<file path="src/rtl/dispatch_pkg.sv">
// Shared types for the dispatch router.
// Assumes nothing beyond the parameters of the top module.
package dispatch_pkg;

    // Class of one slot, after the class-priority decode (full check excluded)
    typedef enum logic [2:0] {
        CL_PLAIN   = 3'd0,
        CL_SQUASH  = 3'd1,
        CL_LOAD    = 3'd2,
        CL_STORE   = 3'd3,
        CL_NONSPEC = 3'd4,
        CL_NOP     = 3'd5
    } slot_cls_e;

    // Counter indices
    localparam int CI_SQUASH  = 0;
    localparam int CI_FULL    = 1;
    localparam int CI_LOAD    = 2;
    localparam int CI_STORE   = 3;
    localparam int CI_NONSPEC = 4;
    localparam int CI_DISP    = 5;
    localparam int NUM_CNT    = 6;

endpackage

</file>
<file path="src/rtl/dispatch_slot_class.sv">
// Per-slot class decode for the dispatch router.
// Applies the fixed priority squash > load > store > nonspec > nop > plain.
// Does not look at queue space; the top applies the full check after squash.
module dispatch_slot_class
    import dispatch_pkg::*;
(
    input  logic      squash,
    input  logic      load,
    input  logic      store,
    input  logic      nonspec,
    input  logic      nop,
    output slot_cls_e cls
);

    // Priority decode of the class flags
    always_comb begin
        if (squash)       cls = CL_SQUASH;
        else if (load)    cls = CL_LOAD;
        else if (store)   cls = CL_STORE;
        else if (nonspec) cls = CL_NONSPEC;
        else if (nop)     cls = CL_NOP;
        else              cls = CL_PLAIN;
    end

endmodule

</file>
<file path="src/rtl/dispatch_evt_counter.sv">
// Wrapping event counter: adds a small per-cycle increment.
// Assumes the increment fits in IW bits; synchronous active-low reset.
module dispatch_evt_counter #(
    parameter int CNT_W = 16,
    parameter int IW    = 3
) (
    input  logic             clk,
    input  logic             rst_n,
    input  logic [IW-1:0]    inc,
    output logic [CNT_W-1:0] cnt
);

    // Accumulate the increment every cycle
    always_ff @(posedge clk) begin
        if (!rst_n) cnt <= '0;
        else        cnt <= cnt + CNT_W'(inc);
    end

    AST_CNT_RESET: assert property (@(posedge clk) disable iff (!rst_n)
        $past(!rst_n) |-> (cnt == '0));

endmodule

</file>
<file path="src/rtl/dispatch_router.sv">
// Dispatch router: walks up to N renamed instructions in slot order and
// routes each to the instruction queue, a load/store queue reservation,
// the non-speculative port, or immediate nop completion.
// Assumes grp_size <= N and iq_free is the current free-entry count.
// Routing is combinational; only the event counters are registered.
module dispatch_router
    import dispatch_pkg::*;
#(
    parameter int N      = 4,
    parameter int TAG_W  = 4,
    parameter int FREE_W = 4,
    parameter int CNT_W  = 16,
    localparam int GW    = $clog2(N + 1)
) (
    input  logic               clk,
    input  logic               rst_n,
    input  logic [GW-1:0]      grp_size,
    input  logic [N-1:0]       in_squash,
    input  logic [N-1:0]       in_load,
    input  logic [N-1:0]       in_store,
    input  logic [N-1:0]       in_nonspec,
    input  logic [N-1:0]       in_nop,
    input  logic [N*TAG_W-1:0] in_tag,
    input  logic [FREE_W-1:0]  iq_free,
    output logic [N-1:0]       iq_wr,
    output logic [N-1:0]       lsq_ld_wr,
    output logic [N-1:0]       lsq_st_wr,
    output logic [N-1:0]       ns_wr,
    output logic [N-1:0]       nop_done,
    output logic [N-1:0]       commit_rdy,
    output logic [N*TAG_W-1:0] out_tag,
    output logic               block_req,
    output logic               rename_stall,
    output logic [CNT_W-1:0]   cnt_squash,
    output logic [CNT_W-1:0]   cnt_iq_full,
    output logic [CNT_W-1:0]   cnt_load,
    output logic [CNT_W-1:0]   cnt_store,
    output logic [CNT_W-1:0]   cnt_nonspec,
    output logic [CNT_W-1:0]   cnt_disp
);

    slot_cls_e         cls [N];
    logic [FREE_W-1:0] avail;
    logic              halt;
    logic [GW-1:0]     inc [NUM_CNT];
    logic [CNT_W-1:0]  cnt [NUM_CNT];

    // One class decoder per slot
    for (genvar g = 0; g < N; g++) begin : g_cls
        dispatch_slot_class u_cls (
            .squash  (in_squash[g]),
            .load    (in_load[g]),
            .store   (in_store[g]),
            .nonspec (in_nonspec[g]),
            .nop     (in_nop[g]),
            .cls     (cls[g])
        );
    end

    // Slot walk: apply the full check in order and route each live slot
    always_comb begin
        avail      = iq_free;
        halt       = 1'b0;
        iq_wr      = '0;
        lsq_ld_wr  = '0;
        lsq_st_wr  = '0;
        ns_wr      = '0;
        nop_done   = '0;
        commit_rdy = '0;
        block_req  = 1'b0;
        for (int k = 0; k < NUM_CNT; k++) inc[k] = '0;
        for (int i = 0; i < N; i++) begin
            if ((GW'(i) < grp_size) && !halt) begin
                if (cls[i] == CL_SQUASH) begin
                    inc[CI_SQUASH] = inc[CI_SQUASH] + GW'(1);
                end else if (avail == '0) begin
                    block_req    = 1'b1;
                    halt         = 1'b1;
                    inc[CI_FULL] = GW'(1);
                end else begin
                    unique case (cls[i])
                        CL_LOAD: begin
                            iq_wr[i]     = 1'b1;
                            lsq_ld_wr[i] = 1'b1;
                            avail        = avail - FREE_W'(1);
                            inc[CI_LOAD] = inc[CI_LOAD] + GW'(1);
                            inc[CI_DISP] = inc[CI_DISP] + GW'(1);
                        end
                        CL_STORE: begin
                            iq_wr[i]      = 1'b1;
                            lsq_st_wr[i]  = 1'b1;
                            avail         = avail - FREE_W'(1);
                            inc[CI_STORE] = inc[CI_STORE] + GW'(1);
                            inc[CI_DISP]  = inc[CI_DISP] + GW'(1);
                        end
                        CL_NONSPEC: begin
                            ns_wr[i]        = 1'b1;
                            commit_rdy[i]   = 1'b1;
                            avail           = avail - FREE_W'(1);
                            inc[CI_NONSPEC] = inc[CI_NONSPEC] + GW'(1);
                        end
                        CL_NOP: begin
                            nop_done[i]   = 1'b1;
                            commit_rdy[i] = 1'b1;
                        end
                        default: begin
                            iq_wr[i]     = 1'b1;
                            avail        = avail - FREE_W'(1);
                            inc[CI_DISP] = inc[CI_DISP] + GW'(1);
                        end
                    endcase
                end
            end
        end
    end

    assign rename_stall = block_req;

    // Tag passthrough for slots that produced any output
    always_comb begin
        for (int i = 0; i < N; i++) begin
            out_tag[i*TAG_W +: TAG_W] = (iq_wr[i] | ns_wr[i] | nop_done[i])
                                      ? in_tag[i*TAG_W +: TAG_W] : '0;
        end
    end

    // Event counters
    for (genvar k = 0; k < NUM_CNT; k++) begin : g_cnt
        dispatch_evt_counter #(.CNT_W(CNT_W), .IW(GW)) u_cnt (
            .clk   (clk),
            .rst_n (rst_n),
            .inc   (inc[k]),
            .cnt   (cnt[k])
        );
    end

    assign cnt_squash  = cnt[CI_SQUASH];
    assign cnt_iq_full = cnt[CI_FULL];
    assign cnt_load    = cnt[CI_LOAD];
    assign cnt_store   = cnt[CI_STORE];
    assign cnt_nonspec = cnt[CI_NONSPEC];
    assign cnt_disp    = cnt[CI_DISP];

    // Checks on the routing outputs
    for (genvar g = 0; g < N; g++) begin : g_ast
        AST_ONE_ROUTE: assert property (@(posedge clk) disable iff (!rst_n)
            $onehot0({lsq_ld_wr[g], lsq_st_wr[g], ns_wr[g], nop_done[g]}));
    end

    AST_LDST_IN_IQ: assert property (@(posedge clk) disable iff (!rst_n)
        ((lsq_ld_wr | lsq_st_wr) & ~iq_wr) == '0);

    AST_NOP_NO_ENTRY: assert property (@(posedge clk) disable iff (!rst_n)
        (nop_done & (iq_wr | ns_wr)) == '0);

    AST_ENTRY_BUDGET: assert property (@(posedge clk) disable iff (!rst_n)
        $countones(iq_wr | ns_wr) <= int'(iq_free));

    AST_BLOCK_EXHAUST: assert property (@(posedge clk) disable iff (!rst_n)
        block_req |-> ($countones(iq_wr | ns_wr) == int'(iq_free)));

    AST_FULL_COUNT: assert property (@(posedge clk) disable iff (!rst_n)
        block_req |=> (cnt_iq_full == $past(cnt_iq_full) + CNT_W'(1)));

    AST_GROUP_LIMIT: assert property (@(posedge clk) disable iff (!rst_n)
        ((iq_wr | ns_wr | nop_done) >> grp_size) == '0);

endmodule

</file>
<file path="config.mk">
export PLATFORM = sky130hd
export DESIGN_NAME = dispatch_router
export DESIGN_NICKNAME = d
export VERILOG_FILES = /design/src/rtl/dispatch_pkg.sv /design/src/rtl/dispatch_slot_class.sv /design/src/rtl/dispatch_evt_counter.sv /design/src/rtl/dispatch_router.sv
export SDC_FILE = /design/constraint.sdc
export NUM_CORES = 1
export LEC_CHECK = 0
export BUFFER_PORTS_ARGS = -buffer_cell sky130_fd_sc_hd__buf_4
export CAP_MARGIN = 20
export CORE_AREA = 2 2 162 85
export DETAILED_ROUTE_END_ITERATION = 10
export DIE_AREA = 0 0 164 87
export GPL_ROUTABILITY_DRIVEN = 1
export GPL_TIMING_DRIVEN = 0
export MAX_ROUTING_LAYER = met4
export PLACE_DENSITY = 0.82
export RECOVER_POWER = 25
export SYNTH_ARGS = -nofsm -noshare
export SYNTH_HDL_FRONTEND = slang
export SYNTH_SLANG_ARGS = --single-unit
</file>
<file path="constraint.sdc">
create_clock -name clk -period 4.7 [get_ports clk]
set_input_delay 0.235 -clock clk [delete_from_list [all_inputs] [get_ports clk]]
set_output_delay 0.235 -clock clk [all_outputs]
set_load 0.1 [all_outputs]
</file>
=== After elaboration in Yosys (flattened, before gate mapping) ===
Index checks and enable logic that the tools add are counted.

* Output and inout bits: 138
* Input port bits: 45
* Word-level logic and storage cells: 256
* Register bits: 96

* Equal/unequal tests: 20
* Add/subtract/negate cells: 24
* Multiplexer cells: 180
* Reductions and logical operators: 14
* Bitwise logic cells: 8
* $lt $le $gt $ge: 4

{| class="wikitable"
|+ Operators by type and width
! cell !! number
|-
| 1-bit two-way mux || 114
|-
| 3-bit two-way mux || 38
|-
| 16-bit by 3-bit adder with 16-bit output || 6
|-
| 4-bit two-way mux || 16
|-
| 18-bit two-way mux || 3
|-
| 3-bit by 1-bit adder with 3-bit output (second input constant) || 15
|-
| 15-bit two-way mux || 3
|-
| 12-bit two-way mux || 3
|-
| 3-bit by 2-bit equality test with 1-bit output (second input constant) || 8
|-
| 3-bit equality test (second input constant) || 8
|-
| 4-bit zero test || 4
|-
| 16-bit two-way mux || 1
|-
| 13-bit two-way mux || 1
|-
| 3-bit by 1-bit equality test with 1-bit output (second input constant) || 4
|-
| 4-bit by 1-bit subtractor with 4-bit output (second input constant) || 3
|-
| 10-bit two-way mux || 1
|-
| 1-bit bitwise OR || 8
|-
| 2-bit OR reduction || 4
|-
| 1-bit by 3-bit less-than comparator with 1-bit output (first input constant) || 2
|-
| 2-bit by 3-bit less-than comparator with 1-bit output (first input constant) || 2
|-
| 1-bit logical AND || 3
|-
| 1-bit zero test || 3
|}

=== Longest topological paths before layout ===
Gate-level depths: netlist of run 1.

* Depth in word-level cells: 27
* Depth in mapped cells: 27
* Gate-level depth less buffers: 26

=== By module ===
A second synthesis of run 1 with hierarchy kept.

* Cell total of the unflattened synthesis: 728
* Area total of the unflattened synthesis: 6508.7 um^2

{| class="wikitable"
|+ By module, submodules not included
! module !! seq. area each (um^2) !! cells each !! instances !! area an instance (um^2)
|-
| dispatch_evt_counter || 320.3 || 79 || 6 || 784.5
|-
| dispatch_router || 0.0 || 226 || 1 || 1651.6
|-
| dispatch_slot_class || 0.0 || 7 || 4 || 37.5
|}

=== Worst setup path before layout of run 1 ===
No wires, ideal clock.

* Path type: input to register
* Start: input iq_free[0]
* End: register g_cnt[1].u_cnt.cnt[11]
* Setup time: 0.115 ns
* Path buffers: 1
* Path slack: -2.419 ns
* Data required time: 4.585 ns
* Cell stages on the path: 22
* Arrival: 7.004 ns
* Path through: inv_1 -> ha_1 -> nor3b_1 -> nor3_2 -> nand2_1 -> xnor2_1 -> ha_1 -> a31oi_4 -> mux2_2 -> ha_1 -> o21ai_0 -> nor2_1 -> and2_1 -> o311ai_1 -> or3b_1 -> buf_4 -> o21ai_0 -> ha_1 -> nand3_1 -> or3_1 -> xnor2_1 -> and2_1

* Longest elaborated chain between the ends: 20
* Elaborated cells on any way between the ends: 47
* Those cells by class: add/sub (4); mux (33); reduce/logical (10)

{| class="wikitable"
|+ Ends and longest elaborated chain
! item !! line !! text
|-
| start: declaration || dispatch_router.sv:24 || <nowiki>input logic [FREE_W-1:0] iq_free,</nowiki>
|-
| 4-bit by 1-bit subtractor with 4-bit output || - ||
|-
| 4-bit two-way mux || - ||
|-
| 4-bit two-way mux || dispatch_router.sv:76 || <nowiki>end else if (avail == '0) begin</nowiki>
|-
| 4-bit two-way mux || dispatch_router.sv:74 || <nowiki>if (cls[i] == CL_SQUASH) begin</nowiki>
|-
| 4-bit two-way mux || dispatch_router.sv:73 || <nowiki>if ((GW'(i) < grp_size) && !halt) begin</nowiki>
|-
| 4-bit by 1-bit subtractor with 4-bit output || - ||
|-
| 4-bit two-way mux || - ||
|-
| 4-bit two-way mux || dispatch_router.sv:76 ||
|-
| (+4 left out) || - ||
|-
| 4-bit two-way mux || dispatch_router.sv:76 ||
|-
| 4-bit two-way mux || dispatch_router.sv:74 ||
|-
| 4-bit two-way mux || dispatch_router.sv:73 ||
|-
| 4-bit zero test || dispatch_router.sv:76 ||
|-
| 3-bit two-way mux || dispatch_router.sv:76 ||
|-
| 15-bit two-way mux || dispatch_router.sv:74 ||
|-
| 18-bit two-way mux * || dispatch_router.sv:73 ||
|-
| 16-bit by 3-bit adder with 16-bit output * || dispatch_evt_counter.sv:16 || <nowiki>else cnt <= cnt + CNT_W'(inc);</nowiki>
|-
| end signal: assignment || dispatch_evt_counter.sv:16 ||
|-
| end: declaration || dispatch_evt_counter.sv:10 || <nowiki>output logic [CNT_W-1:0] cnt</nowiki>
|}

Mark *: on every way between the ends. The rest lies on a longest branch, timed or not.
A chain may end at the register's enable or synchronous reset.

=== Worst setup path in the final report of run 1 ===
* Start: input in_store[0]
* End: register g_cnt[2].u_cnt.cnt[15]

* Longest elaborated chain between the ends: 24
* Elaborated cells on any way between the ends: 57
* Those cells by class: add/sub (6); eq/ne (3); mux (39); reduce/logical (9)

{| class="wikitable"
|+ Ends and longest elaborated chain
! item !! line !! text
|-
| start: declaration || dispatch_router.sv:20 || <nowiki>input logic [N-1:0] in_store,</nowiki>
|-
| 3-bit two-way mux * || dispatch_slot_class.sv:19 || <nowiki>else if (store) cls = CL_STORE;</nowiki>
|-
| 3-bit two-way mux * || dispatch_slot_class.sv:18 || <nowiki>else if (load) cls = CL_LOAD;</nowiki>
|-
| 3-bit two-way mux * || dispatch_slot_class.sv:17 || <nowiki>if (squash) cls = CL_SQUASH;</nowiki>
|-
| 3-bit by 2-bit equality test with 1-bit output || dispatch_router.sv:81 || <nowiki>unique case (cls[i])</nowiki>
|-
| 1-bit two-way mux || dispatch_router.sv:81 ||
|-
| 10-bit two-way mux || dispatch_router.sv:76 ||
|-
| 13-bit two-way mux || dispatch_router.sv:74 ||
|-
| 16-bit two-way mux || dispatch_router.sv:73 ||
|-
| (+8 left out) || - ||
|-
| 15-bit two-way mux || dispatch_router.sv:74 ||
|-
| 18-bit two-way mux || dispatch_router.sv:73 ||
|-
| 3-bit by 1-bit adder with 3-bit output || dispatch_router.sv:86 || <nowiki>inc[CI_LOAD] = inc[CI_LOAD] + GW'(1);</nowiki>
|-
| 3-bit two-way mux || dispatch_router.sv:81 ||
|-
| 12-bit two-way mux || dispatch_router.sv:76 ||
|-
| 15-bit two-way mux || dispatch_router.sv:74 ||
|-
| 18-bit two-way mux * || dispatch_router.sv:73 ||
|-
| 16-bit by 3-bit adder with 16-bit output * || dispatch_evt_counter.sv:16 ||
|-
| end signal: assignment || dispatch_evt_counter.sv:16 ||
|-
| end: declaration || dispatch_evt_counter.sv:10 ||
|}

Marked as above.

==> results of run 1 <==
[worst reg2reg max path, delay by kind of cell, from the launching register on]
kind            cells  cell delay, ns
simple gates        6            1.51
compound gates      1            0.11
flops               1            0.47
[path summary, 6_finish.rpt]
kind	startpoint	to	cells after the start
hold / removal	rst_n	g_cnt[2].u_cnt.cnt[6]$_SDFF_PN0_	2
setup / recovery	in_store[0]	g_cnt[2].u_cnt.cnt[15]$_SDFF_PN0_	26
hold reg to reg	g_cnt[3].u_cnt.cnt[15]$_SDFF_PN0_	g_cnt[3].u_cnt.cnt[15]$_SDFF_PN0_	2
setup reg to reg	g_cnt[3].u_cnt.cnt[4]$_SDFF_PN0_	g_cnt[3].u_cnt.cnt[15]$_SDFF_PN0_	7
[cell type report]
class | count | area share
flip-flops and latches | 96 | 0.220
plain buffers | 20 | 0.0132
clock buffers | 11 | 0.0289
well taps | 176 | 0.0252
repair buffers | 223 | 0.176
clock inverters | 4 | 0.00616
multi-input cells | 527 | 0.521
inverters | 21 | 0.00945
[power by group through the flow]
stage               sequential, W  combinational, W  clock [W]
CTS                      0.000878          0.000868   0.000779
floorplan                 0.00112          0.000395          0
detailed placement       0.000896          0.000817          0
global route             0.000883          0.000948   0.000806
global placement         0.000896          0.000803          0
finish                   0.000879          0.000893   0.000763
[layer usage]
| metal | vias up | global-route usage | wire [um] |
|---|---|---|---|
| met5 | - | - | 0 |
| met4 | 0 | 0.0375 | 110 |
| met1 | 2603 | 0.346 | 8610 |
| li1 | 2746 | - | - |
| met2 | 189 | 0.348 | 7300 |
| met3 | 12 | 0.0543 | 1280 |
[kinds of logic after synthesis]
group / after synthesis / synth area share
XOR/XNOR: 86 / 0.128
adder cells (fa/ha/maj): 40 / 0.0911
flip-flops: 96 / 0.325
AO/OA/AOI/OAI: 63 / 0.0771
buffers and inverters: 41 / 0.0286
multiplexers: 18 / 0.0350
AND/OR/NAND/NOR: 319 / 0.315
[layout by cell type, fill, tap and decap left out, types with 18 or more instances in the layout]
cell type / synthesis / routed
buf_4: 2 / 172
xnor2_1: 67 / 59
nand2_1: 43 / 28
and3_1: 26 / 24
and2_1: 93 / 93
nor2_1: 26 / 22
dfxtp_1: 96 / 96
inv_1: 21 / 19
nand3_1: 33 / 18
clkbuf_1: 17 / 60
xor2_1: 19 / 18
nor2b_1: 26 / 20
ha_1: 35 / 19
[through the flow]
| stage | area [um2] | total power [W] | hold WS [ns] | util |
|---|---|---|---|---|
| after floorplan | 6180 | 0.00152 | 0.547 | - |
| after CTS | 8460 | 0.00253 | 0.279 | 0.650 |
| final | 8740 | 0.00254 | 0.294 | 0.671 |
| after detailed placement | 7760 | 0.00171 | 0.492 | 0.595 |
| after global placement | 7760 | 0.00170 | 0.485 | 0.595 |
| after global routing | 8740 | 0.00264 | 0.311 | 0.671 |
[repair_timing]
item                                    4_1_cts  5_1_grt
pin swaps                                    18       71
endpoints found under the setup margin       61       60
buffers inserted                             28       15
gates resized for setup                      33       74
gates cloned                                  0        1
==> out/qor.csv, run 1 <==
stage,metric,value,unit
run_status,status,finished with violations,
run_status,violations,setup timing,
floorplanning,die_w,164,um
clock_tree,cts.path.max_buffers,2,
floorplanning,rows,30,
logic_synthesis,ys_types,59,
clock_tree,root_buffer,clkbuf_16,
critical_path,cp_top_family,simple AND/OR/NAND/NOR gates,
sta,fin_crit_sh,1.03,
logic_synthesis,ys_warn_count,0,
placed_design,placed_cells,1020,
critical_path,slowest_delay,0.56,ns
sta,max_freq,0.207,GHz
sta,setup_viol_count_final,37,
sta,max_slew.worst_pin.slew,1.24,ns
clock_tree,clkSinkCount,96,
power_and_ir_drop,pwr-share-comb,0.352,
placed_design,port_buffers,181,
critical_path,cp_max_fo,8,
critical_path,cp-start-kind,input port,
clock_tree,cts-htree-levels,3,
drt,wire_per_inst,16.1,um
critical_path,critPathSlowestCell,or4b_4,
critical_path,cp.required,4.93,ns
cells_and_area,area_delta_synth_final,47.9,%
sta,slew_headroom,0.177,
min_path,hold_class,input port to flip-flop,
cells_and_area,multi_input_area,4550,um2
grt,grt-ovfl-total,0,
sta,rsz0062_at_grt,yes,
clock_tree,worst_skew_pair.late_latency,0.34,ns
power_and_ir_drop,pwr-share-seq,0.347,
floorplanning,fp.coreArea,13000,um2
placed_design,place_hpwl,12700,um
drt,drc,0,
logic_synthesis,ys_async_sr_fraction,0,
logic_synthesis,yosys.area.top_type,dfxtp_1,
floorplanning,io_pins,183,
logic_synthesis,avgSynthCellArea,8.91,um2
grt,track_usage,0.240,
logic_synthesis,yosysMostFrequentCell,dfxtp_1,
logic_synthesis,ys_top_cells_by_count,"dfxtp_1 (96), and2_1 (93), xnor2_1 (67)",
sta,final-hold-violation-count,0,
grt,antenna_found_initial,0,
cells_and_area,stdcell_count,1078,
floorplanning,die_h,87,um
clock_tree,ctsHoldBuffers,0,
critical_path,cp.arrival,5.07,ns
cells_and_area,largest_register_ffs,96,
logic_synthesis,synth_edf_count,0,
logic_synthesis,postSynthNetCount,748,
power_and_ir_drop,max-vdd-ir-drop,0.000373,V
drt,drt_iter0_drc,372,
sta,min_period,4.84,ns
drt,routed_wl,17300,um
placed_design,pre_cts_ws,-0.975,ns
power_and_ir_drop,p_clk_frac,0.301,
grt,grt_max_degree,16,
logic_synthesis,netlist_instances,663,
clock_tree,cts_buffers,9,
power_and_ir_drop,power_leakage,3.83,nW
drt,viasPerCell,5.15,
flow_run,max_cap_viol_count,0,
logic_synthesis,synth_seq_cells,96,
critical_path,path_class,input port to flip-flop,
logic_synthesis,synth-main-ff-cell,dfxtp_1,
cells_and_area,antenna_cells,0,
placed_design,gp_congestion,0.948,
cells_and_area,nets,983,
cells_and_area,layout-drive-gt1-share,0.365,
power_and_ir_drop,internal-power,0.00156,W
floorplanning,start_util,0.454,
floorplanning,dieArea,14300,um2
grt,grt_pass1_wl,26300,um
clock_tree,tritoncts,yes,
cells_and_area,largest-register,g_cnt.u_cnt.cnt,
critical_path,crit_path_frequent_cell,ha_4,
power_and_ir_drop,power_density,290,nW/um2
sta,setup_slack,-0.141,ns
logic_synthesis,netlist_top_cells_area,"dfxtp_1 (33%), xnor2_1 (9.9%), and2_1 (9.8%)",
grt,grt_pass1_vias,5173,
sta,tns,-1.94,ns
critical_path,r2r_slack,2.55,ns
clock_tree,clk_pin_slew,0.07,ns
power_and_ir_drop,switchingPower,0.000974,W
logic_synthesis,yosysSeqAreaShare,0.325,
cells_and_area,reg.largest.list,g_cnt.u_cnt.cnt (96),
logic_synthesis,netlist_area,5910,um2
drt,antenna_left,0,
logic_synthesis,synth_top_area_share,0.325,
sta,skew,0.0106,ns
critical_path,cp-end-kind,flip-flop,
drt,vias,5550,
critical_path,path_buf_inv,3,
drt,drtPass1Iterations,5,
sta,finalMaxSlewViolations,0,
power_and_ir_drop,swShare,0.384,
cells_and_area,nFillCells,1063,
cells_and_area,regArea,1920,um2
Power figures use the tool's default switching activity.
==> inputs of run 2 (changes only) <==
--- a/config.mk
+++ b/config.mk
@@ -12,9 +12,9 @@
 export DIE_AREA = 0 0 164 87
 export GPL_ROUTABILITY_DRIVEN = 1
 export GPL_TIMING_DRIVEN = 0
+export HOLD_SLACK_MARGIN = 0.12
 export MAX_ROUTING_LAYER = met4
 export PLACE_DENSITY = 0.82
-export RECOVER_POWER = 25
 export SYNTH_ARGS = -nofsm -noshare
 export SYNTH_HDL_FRONTEND = slang
 export SYNTH_SLANG_ARGS = --single-unit
==> run 2 against run 1 <==
First-iteration DRC count shrank 2.4%. Largest power group unchanged. Count of clock-buffer cells in the layout is the same. Maximum frequency shrank 0.13%. The run still ends with setup timing left. Cell area grew 2.0%. Core utilization grew 1.3 points. Via count grew 0.11%. Clock skew grew 0.0014 ns. Routed wire length is essentially flat. Clock power is essentially flat.
==> out/qor.csv, run 2 (synthesis results as in run 1) <==
stage,metric,value,unit,change
run_status,status,finished with violations,,
run_status,violations,setup timing,,
cells_and_area,nets,983,,unchanged
drt,viasPerCell,5.15,,+0.11%
drt,wire_per_inst,16.0,um,about the same
power_and_ir_drop,pwr-share-seq,0.344,,-0.003
clock_tree,cts_buffers,9,,unchanged
placed_design,place_hpwl,12700,um,unchanged
drt,antenna_left,0,,unchanged
sta,finalMaxSlewViolations,0,,unchanged
critical_path,cp.required,4.93,ns,about the same
grt,grt-ovfl-total,0,,unchanged
grt,grt_pass1_vias,5173,,unchanged
grt,grt_pass1_wl,26300,um,unchanged
floorplanning,die_h,87,um,unchanged
power_and_ir_drop,max-vdd-ir-drop,0.000384,V,+2.8%
cells_and_area,nFillCells,1030,,-3.1%
cells_and_area,layout_commonest_cell,buf_4,,
floorplanning,dieArea,14300,um2,unchanged
sta,holdWs,0.290,ns,-0.00389 ns
cells_and_area,largest_register_ffs,96,,unchanged
grt,antenna_found_initial,0,,unchanged
flow_run,max_cap_viol_count,0,,unchanged
critical_path,slowest_delay,0.55,ns,about the same
floorplanning,fp.coreArea,13000,um2,unchanged
sta,fin_crit_sh,1.03,,+0.00136
floorplanning,rows,30,,unchanged
grt,grt_max_degree,16,,unchanged
critical_path,cp-start-kind,input port,,
sta,skew,0.0120,ns,+0.00139 ns
sta,rsz0062_at_grt,yes,,
critical_path,crit_path_frequent_cell,ha_4,,
placed_design,port_buffers,181,,unchanged
grt,track_usage,0.240,,unchanged
power_and_ir_drop,swShare,0.382,,-0.00180
power_and_ir_drop,power_leakage,4.02,nW,+5.1%
cells_and_area,antenna_cells,0,,unchanged
power_and_ir_drop,pwr-share-comb,0.356,,+0.004
critical_path,critPathSlowestCell,or4b_4,,
drt,drt_iter0_drc,363,,-2.4%
cells_and_area,layout-drive-gt1-share,0.416,,+0.0510
sta,max_freq,0.206,GHz,-0.13%
floorplanning,die_w,164,um,unchanged
power_and_ir_drop,internal-power,0.00158,W,+1.0%
drt,drc,0,,unchanged
clock_tree,cts.path.max_buffers,2,,unchanged
drt,routed_wl,17300,um,about the same
floorplanning,io_pins,183,,unchanged
critical_path,cp-end-kind,flip-flop,,
cells_and_area,largest-register,g_cnt.u_cnt.cnt,,
sta,slew_headroom,0.581,,+0.404
sta,setup_slack,-0.147,ns,-0.00641 ns
cells_and_area,layout_common_cells,"buf_4 (218), dfxtp_1 (96), and2_1 (93)",,
clock_tree,clk_pin_slew,0.07,ns,about the same
drt,vias,5556,,+0.11%
clock_tree,root_buffer,clkbuf_16,,
sta,tns,-2.19,ns,-0.253 ns
clock_tree,cts-htree-levels,3,,unchanged
power_and_ir_drop,p_clk_frac,0.299,,-0.002
drt,drtPass1Iterations,5,,unchanged
critical_path,path_class,input port to flip-flop,,
sta,min_period,4.85,ns,+0.00641 ns
cells_and_area,fin_util,0.684,,+0.0133
placed_design,gp_congestion,0.948,,unchanged
critical_path,cp.arrival,5.08,ns,about the same
sta,setup_viol_count_final,39,,+5.4%
power_and_ir_drop,power_density,287,nW/um2,-1.2%
floorplanning,start_util,0.454,,unchanged
clock_tree,tritoncts,yes,,
min_path,hold_class,input port to flip-flop,,
cells_and_area,reg.largest.list,g_cnt.u_cnt.cnt (96),,
sta,max_slew.worst_pin.slew,0.624,ns,-0.615 ns
cells_and_area,area_delta_synth_final,50.8,%,
sta,final-hold-violation-count,0,,unchanged
clock_tree,worst_skew_pair.late_latency,0.34,ns,about the same
clock_tree,clkSinkCount,96,,unchanged
critical_path,cp_max_fo,8,,unchanged
power_and_ir_drop,switchingPower,0.000976,W,+0.26%
-- run 2: power groups by stage --
stage	clock network, W	logic, W	registers, W
after global placement	0	0.000803	0.000896
after floorplan	0	0.000395	0.00112
after detailed placement	0	0.000817	0.000896
after CTS	0.000779	0.000868	0.000878
final	0.000764	0.000910	0.000880
after global routing	0.000806	0.000964	0.000884
-- run 2: per-layer routing --
metal / wire (um) / track usage
met5: 0 / -
met2: 7290 / 0.348
met4: 110 / 0.0375
met1: 8580 / 0.346
met3: 1320 / 0.0543
-- run 2: critical path, delay by kind of cell --
| kind | cells | cell delay (ns) |
|---|---|---|
| and+or+nand+nor | 11 | 2.18 |
| adders and majority gates | 3 | 0.73 |
| muxes | 2 | 0.69 |
| AOI/OAI and AO/OA | 6 | 0.61 |
| buffers and inverters | 3 | 0.45 |
| xor gates and xnor gates | 1 | 0.14 |
-- run 2: final timing paths --
| path | from | endpoint | depth (start not counted) | slack (ns) |
|---|---|---|---|---|
| setup reg to reg | g_cnt[3].u_cnt.cnt[4]$_SDFF_PN0_ | g_cnt[3].u_cnt.cnt[15]$_SDFF_PN0_ | 7 | 2.54 |
| hold / removal | rst_n | g_cnt[2].u_cnt.cnt[6]$_SDFF_PN0_ | 2 | 0.29 |
| hold reg to reg | g_cnt[3].u_cnt.cnt[15]$_SDFF_PN0_ | g_cnt[3].u_cnt.cnt[15]$_SDFF_PN0_ | 2 | 0.49 |
| setup / recovery | in_store[0] | g_cnt[2].u_cnt.cnt[15]$_SDFF_PN0_ | 26 | -0.15 |
-- run 2: through the flow --
stage / cells / area, um2 / setup slack [ns] / power [W]
final: 1078 / 8910 / -0.147 / 0.00255
after global routing: 1078 / 8910 / -0.282 / 0.00265
after CTS: 1063 / 8460 / -0.0175 / 0.00253
after detailed placement: 1020 / 7760 / -0.975 / 0.00171
after global placement: 1020 / 7760 / -0.929 / 0.00170
after floorplan: 663 / 6180 / -0.254 / 0.00152
-- run 2: layout make-up --
cell class | count | area [um2] | area share
flip-flops and latches | 96 | 1920 | 0.216
multi-input cells | 527 | 4550 | 0.511
repair buffers | 223 | 1710 | 0.192
clock inverters | 4 | 53.8 | 0.00604
inverters | 21 | 82.6 | 0.00927
well taps | 176 | 220 | 0.0247
plain buffers | 20 | 115 | 0.0129
clock buffers | 11 | 253 | 0.0284
-- run 2: repair_timing --
action / CTS / global route
resized for setup: 33 / 74
pin swaps: 18 / 71
hold buffers: 0 / 0
setup buffers: 28 / 15
gates cloned: 0 / 1
setup endpoints to repair: 61 / 60
==> inputs of run 3 (changes only) <==
--- a/config.mk
+++ b/config.mk
@@ -5,16 +5,18 @@
 export SDC_FILE = /design/constraint.sdc
 export NUM_CORES = 1
 export LEC_CHECK = 0
+export ABC_AREA = 1
 export BUFFER_PORTS_ARGS = -buffer_cell sky130_fd_sc_hd__buf_4
 export CAP_MARGIN = 20
-export CORE_AREA = 2 2 162 85
+export CORE_AREA = 2 2 164 86
 export DETAILED_ROUTE_END_ITERATION = 10
-export DIE_AREA = 0 0 164 87
+export DIE_AREA = 0 0 166 88
 export GPL_ROUTABILITY_DRIVEN = 1
 export GPL_TIMING_DRIVEN = 0
 export HOLD_SLACK_MARGIN = 0.12
 export MAX_ROUTING_LAYER = met4
-export PLACE_DENSITY = 0.82
+export PLACE_DENSITY = 0.83
+export SKIP_LAST_GASP = 1
 export SYNTH_ARGS = -nofsm -noshare
 export SYNTH_HDL_FRONTEND = slang
 export SYNTH_SLANG_ARGS = --single-unit
==> constraint.sdc (replaced) <==
create_clock -name clk -period 4.2 [get_ports clk]
set_input_delay 0.21 -clock clk [delete_from_list [all_inputs] [get_ports clk]]
set_output_delay 0.21 -clock clk [all_outputs]
set_load 0.1 [all_outputs]
==> run 3 against run 2 <==
The flow still finishes with violations (setup timing). Critical path depth is 12 higher. Count of clock-buffer cells in the layout fell by 2. Cell area is 19% higher. Sequential share of layout area shrank 3.5 points. Global-route usage grew 4.4 points. Register-to-register slack got worse by 0.84 ns. Routed wire length grew 52%. Flip-flop and latch count unchanged. Cell count grew 35%. Clock skew shrank 0.0029 ns. Largest cell class unchanged.
==> out/qor.csv, run 3 <==
stage,metric,value,unit,change
placed_design,gp_congestion,0.963,,+1.5%
cells_and_area,layout_commonest_cell,buf_4,,
placed_design,port_buffers,182,,+0.55%
cells_and_area,largest-register,g_cnt.u_cnt.cnt,,
logic_synthesis,synth_compound_area_frac,0.138,,+0.0606
power_and_ir_drop,finalPower,0.00327,W,+28%
critical_path,cp_max_fo,5,,-3
sta,min_period,4.99,ns,
critical_path,critPathSlowestCell,or2_2,,
cells_and_area,stdcell_count,1456,,+35%
logic_synthesis,ys_async_sr_fraction,0,,unchanged
placed_design,placed_cells,1305,,+28%
cells_and_area,nets,1360,,+38%
grt,grt_pass1_vias,6724,,+30%
grt,grt_pass1_wl,32400,um,+23%
sta,setup_slack,-0.792,ns,-0.645 ns
drt,drtPass1Iterations,5,,unchanged
logic_synthesis,yosysSeqAreaShare,0.310,,-0.0149
cells_and_area,layout_common_cells,"buf_4 (277), inv_1 (173), nand2_1 (112)",,
critical_path,path_class,input port to flip-flop,,
logic_synthesis,synth_fa_ha_area_frac,0.0869,,-0.00416
logic_synthesis,avgSynthCellArea,6.54,um2,-27%
clock_tree,cts-htree-levels,3,,unchanged
power_and_ir_drop,power_leakage,5.04,nW,+25%
sta,max_freq,0.200,GHz,
placed_design,place_hpwl,14400,um,+14%
floorplanning,start_util,0.470,,+0.0163
drt,viasPerCell,5.55,,+7.8%
floorplanning,dieArea,14600,um2,+2.4%
cells_and_area,fin_area,10600,um2,+19%
logic_synthesis,ys_top_cells_by_count,"inv_1 (205), nand2_1 (156), nor2_1 (115)",,
logic_synthesis,netlist_instances,947,,+43%
logic_synthesis,synth-simple-area-share,0.310,,-0.00531
placed_design,pre_cts_ws,-1.37,ns,-0.399 ns
critical_path,cp.arrival,5.26,ns,+0.18 ns
logic_synthesis,postSynthNetCount,1032,,+38%
critical_path,cp.required,4.47,ns,-0.46 ns
clock_tree,worst_skew_pair.late_latency,0.35,ns,about the same
logic_synthesis,muxShareOfSynthArea,0.00182,,-0.0331
clock_tree,ctsHoldBuffers,0,,unchanged
floorplanning,fp.coreArea,13200,um2,+1.2%
cells_and_area,nFillCells,728,,-29%
logic_synthesis,netlist_top_cells_area,"dfxtp_1 (31%), inv_1 (12%), nand2_1 (9.5%)",,
grt,grt_max_degree,17,,+1
cells_and_area,reg.largest.list,g_cnt.u_cnt.cnt (96),,
logic_synthesis,synth_top_area_share,0.310,,-0.0149
logic_synthesis,synth_xor_xnor_area_share,0.0127,,-0.115
logic_synthesis,yosys.area.top_type,dfxtp_1,,
critical_path,path_buf_inv,8,,+5
logic_synthesis,synth-main-ff-cell,dfxtp_1,,
cells_and_area,area_delta_synth_final,71.9,%,
cells_and_area,layout-drive-gt1-share,0.480,,+0.0643
clock_tree,cts_buffers,9,,unchanged
critical_path,r2r_cells,16,,+9
placed_design,post_dp_cell_area,8060,um2,+3.9%
drt,drt_iter0_drc,761,,+110%
run_status,status,finished with violations,,
clock_tree,tritoncts,yes,,
clock_tree,clkSinkCount,96,,unchanged
sta,rsz0062_at_grt,yes,,
drt,routed_wl,26300,um,+52%
critical_path,cp-end-kind,flip-flop,,
cells_and_area,regArea,1920,um2,unchanged
min_path,hold_class,input port to flip-flop,,
drt,antenna_left,0,,unchanged
logic_synthesis,synth_edf_count,0,,unchanged
sta,slew_headroom,0.363,,-0.217
grt,antenna_found_initial,1,,+1
power_and_ir_drop,max-vdd-ir-drop,0.000400,V,+4.1%
logic_synthesis,synth_top_family_by_area,simple AND/OR/NAND/NOR gates,,
critical_path,cp.depth,38,,+46%
floorplanning,die_h,88,um,+1.1%
sta,final-hold-violation-count,0,,unchanged
run_status,violations,setup timing,,
critical_path,cp-start-kind,input port,,
drt,drc,0,,unchanged
grt,track_usage,0.284,,+0.0443
flow_run,max_cap_viol_count,0,,unchanged
cells_and_area,largest_register_ffs,96,,unchanged
floorplanning,die_w,166,um,+1.2%
min_path,holdPathStages,3,,+1
cells_and_area,multi_input_area,4690,um2,+3.1%
logic_synthesis,netlist_area,6190,um2,+4.8%
drt,wire_per_inst,18.1,um,+13%
sta,finalMaxSlewViolations,0,,unchanged
drt,vias,8086,,+46%
clock_tree,cts.path.max_buffers,2,,unchanged
sta,fin_crit_sh,1.19,,
power_and_ir_drop,power_density,307,nW/um2,+7.2%
floorplanning,io_pins,183,,unchanged
critical_path,slowest_delay,0.41,ns,-0.14 ns
critical_path,cp_top_family,simple AND/OR/NAND/NOR gates,,
logic_synthesis,ys_warn_count,0,,unchanged
clock_tree,clk_pin_slew,0.08,ns,about the same
clock_tree,root_buffer,clkbuf_16,,
logic_synthesis,synth_seq_cells,96,,unchanged
sta,setup_viol_count_final,60,,+54%
grt,grt-ovfl-total,0,,unchanged
logic_synthesis,ys_types,40,,-32%
logic_synthesis,yosysMostFrequentCell,inv_1,,
sta,holdWs,0.445,ns,+0.155 ns
sta,max_slew.worst_pin.slew,0.955,ns,+0.330 ns
sta,skew,0.00909,ns,-0.00291 ns
floorplanning,rows,30,,unchanged
==> run 3: kinds of logic (layout without fill, tap and decap cells) <==
logic type	after synthesis	count (layout)
fa+ha+maj	40	40
mux	1	1
buf+inv	226	558
simple gates	417	417
xor+xnor	9	9
compound gates	158	158
flops	96	96
other cells	0	1
==> run 3: per-stage QoR <==
step / util / setup TNS, ns
after floorplan: - / -21.82
after global placement: 0.611 / -42.11
after detailed placement: 0.611 / -52.36
after CTS: 0.732 / -4.81
after global routing: 0.807 / -34.15
final: 0.807 / -21.84
==> run 3: worst min-delay path, delay by kind of cell <==
kind                   cells  cell delay [ns]
buffers and inverters      2             0.44
and+or+nand+nor            1             0.10
==> run 3: cell type report <==
type,count,share of cell area
Antenna cell,1,0.000235
Buffer,15,0.00882
Clock buffer,9,0.0212
Clock inverter,6,0.00847
Inverter,211,0.0777
Multi-Input combinational cell,625,0.441
Sequential cell,96,0.181
Tap cell,176,0.0207
Timing Repair Buffer,317,0.241
==> run 3: worst paths after layout <==
check / start / to / slack, ns
setup / recovery: iq_free[1] / g_cnt[2].u_cnt.cnt[14]$_SDFF_PN0_ / -0.79
hold / removal: rst_n / g_cnt[4].u_cnt.cnt[15]$_SDFF_PN0_ / 0.45
setup reg to reg: g_cnt[4].u_cnt.cnt[0]$_SDFF_PN0_ / g_cnt[4].u_cnt.cnt[14]$_SDFF_PN0_ / 1.70
hold reg to reg: g_cnt[2].u_cnt.cnt[15]$_SDFF_PN0_ / g_cnt[2].u_cnt.cnt[15]$_SDFF_PN0_ / 0.46
==> run 3: what timing repair did <==
action | 4_1_cts | 5_1_grt
buffers inserted | 108 | 58
pin swaps | 71 | 68
setup endpoints to repair | 61 | 63
resized for setup | 123 | 201
cloned | 0 | 1
==> run 3: report_power, final <==
part,switching (W),leakage (nW),internal [W]
combinational,0.000932,4.11,0.000436
sequential,0.0000504,0.775,0.000950
clock,0.000380,0.152,0.000522
==> run 3: routing by layer <==
layer,vias up,part of all wire,GRT usage
li1,3657,-,-
met1,3779,0.40,0.370
met2,530,0.46,0.440
met3,120,0.11,0.0827
met4,0,0.036,0.0632
met5,-,0,-
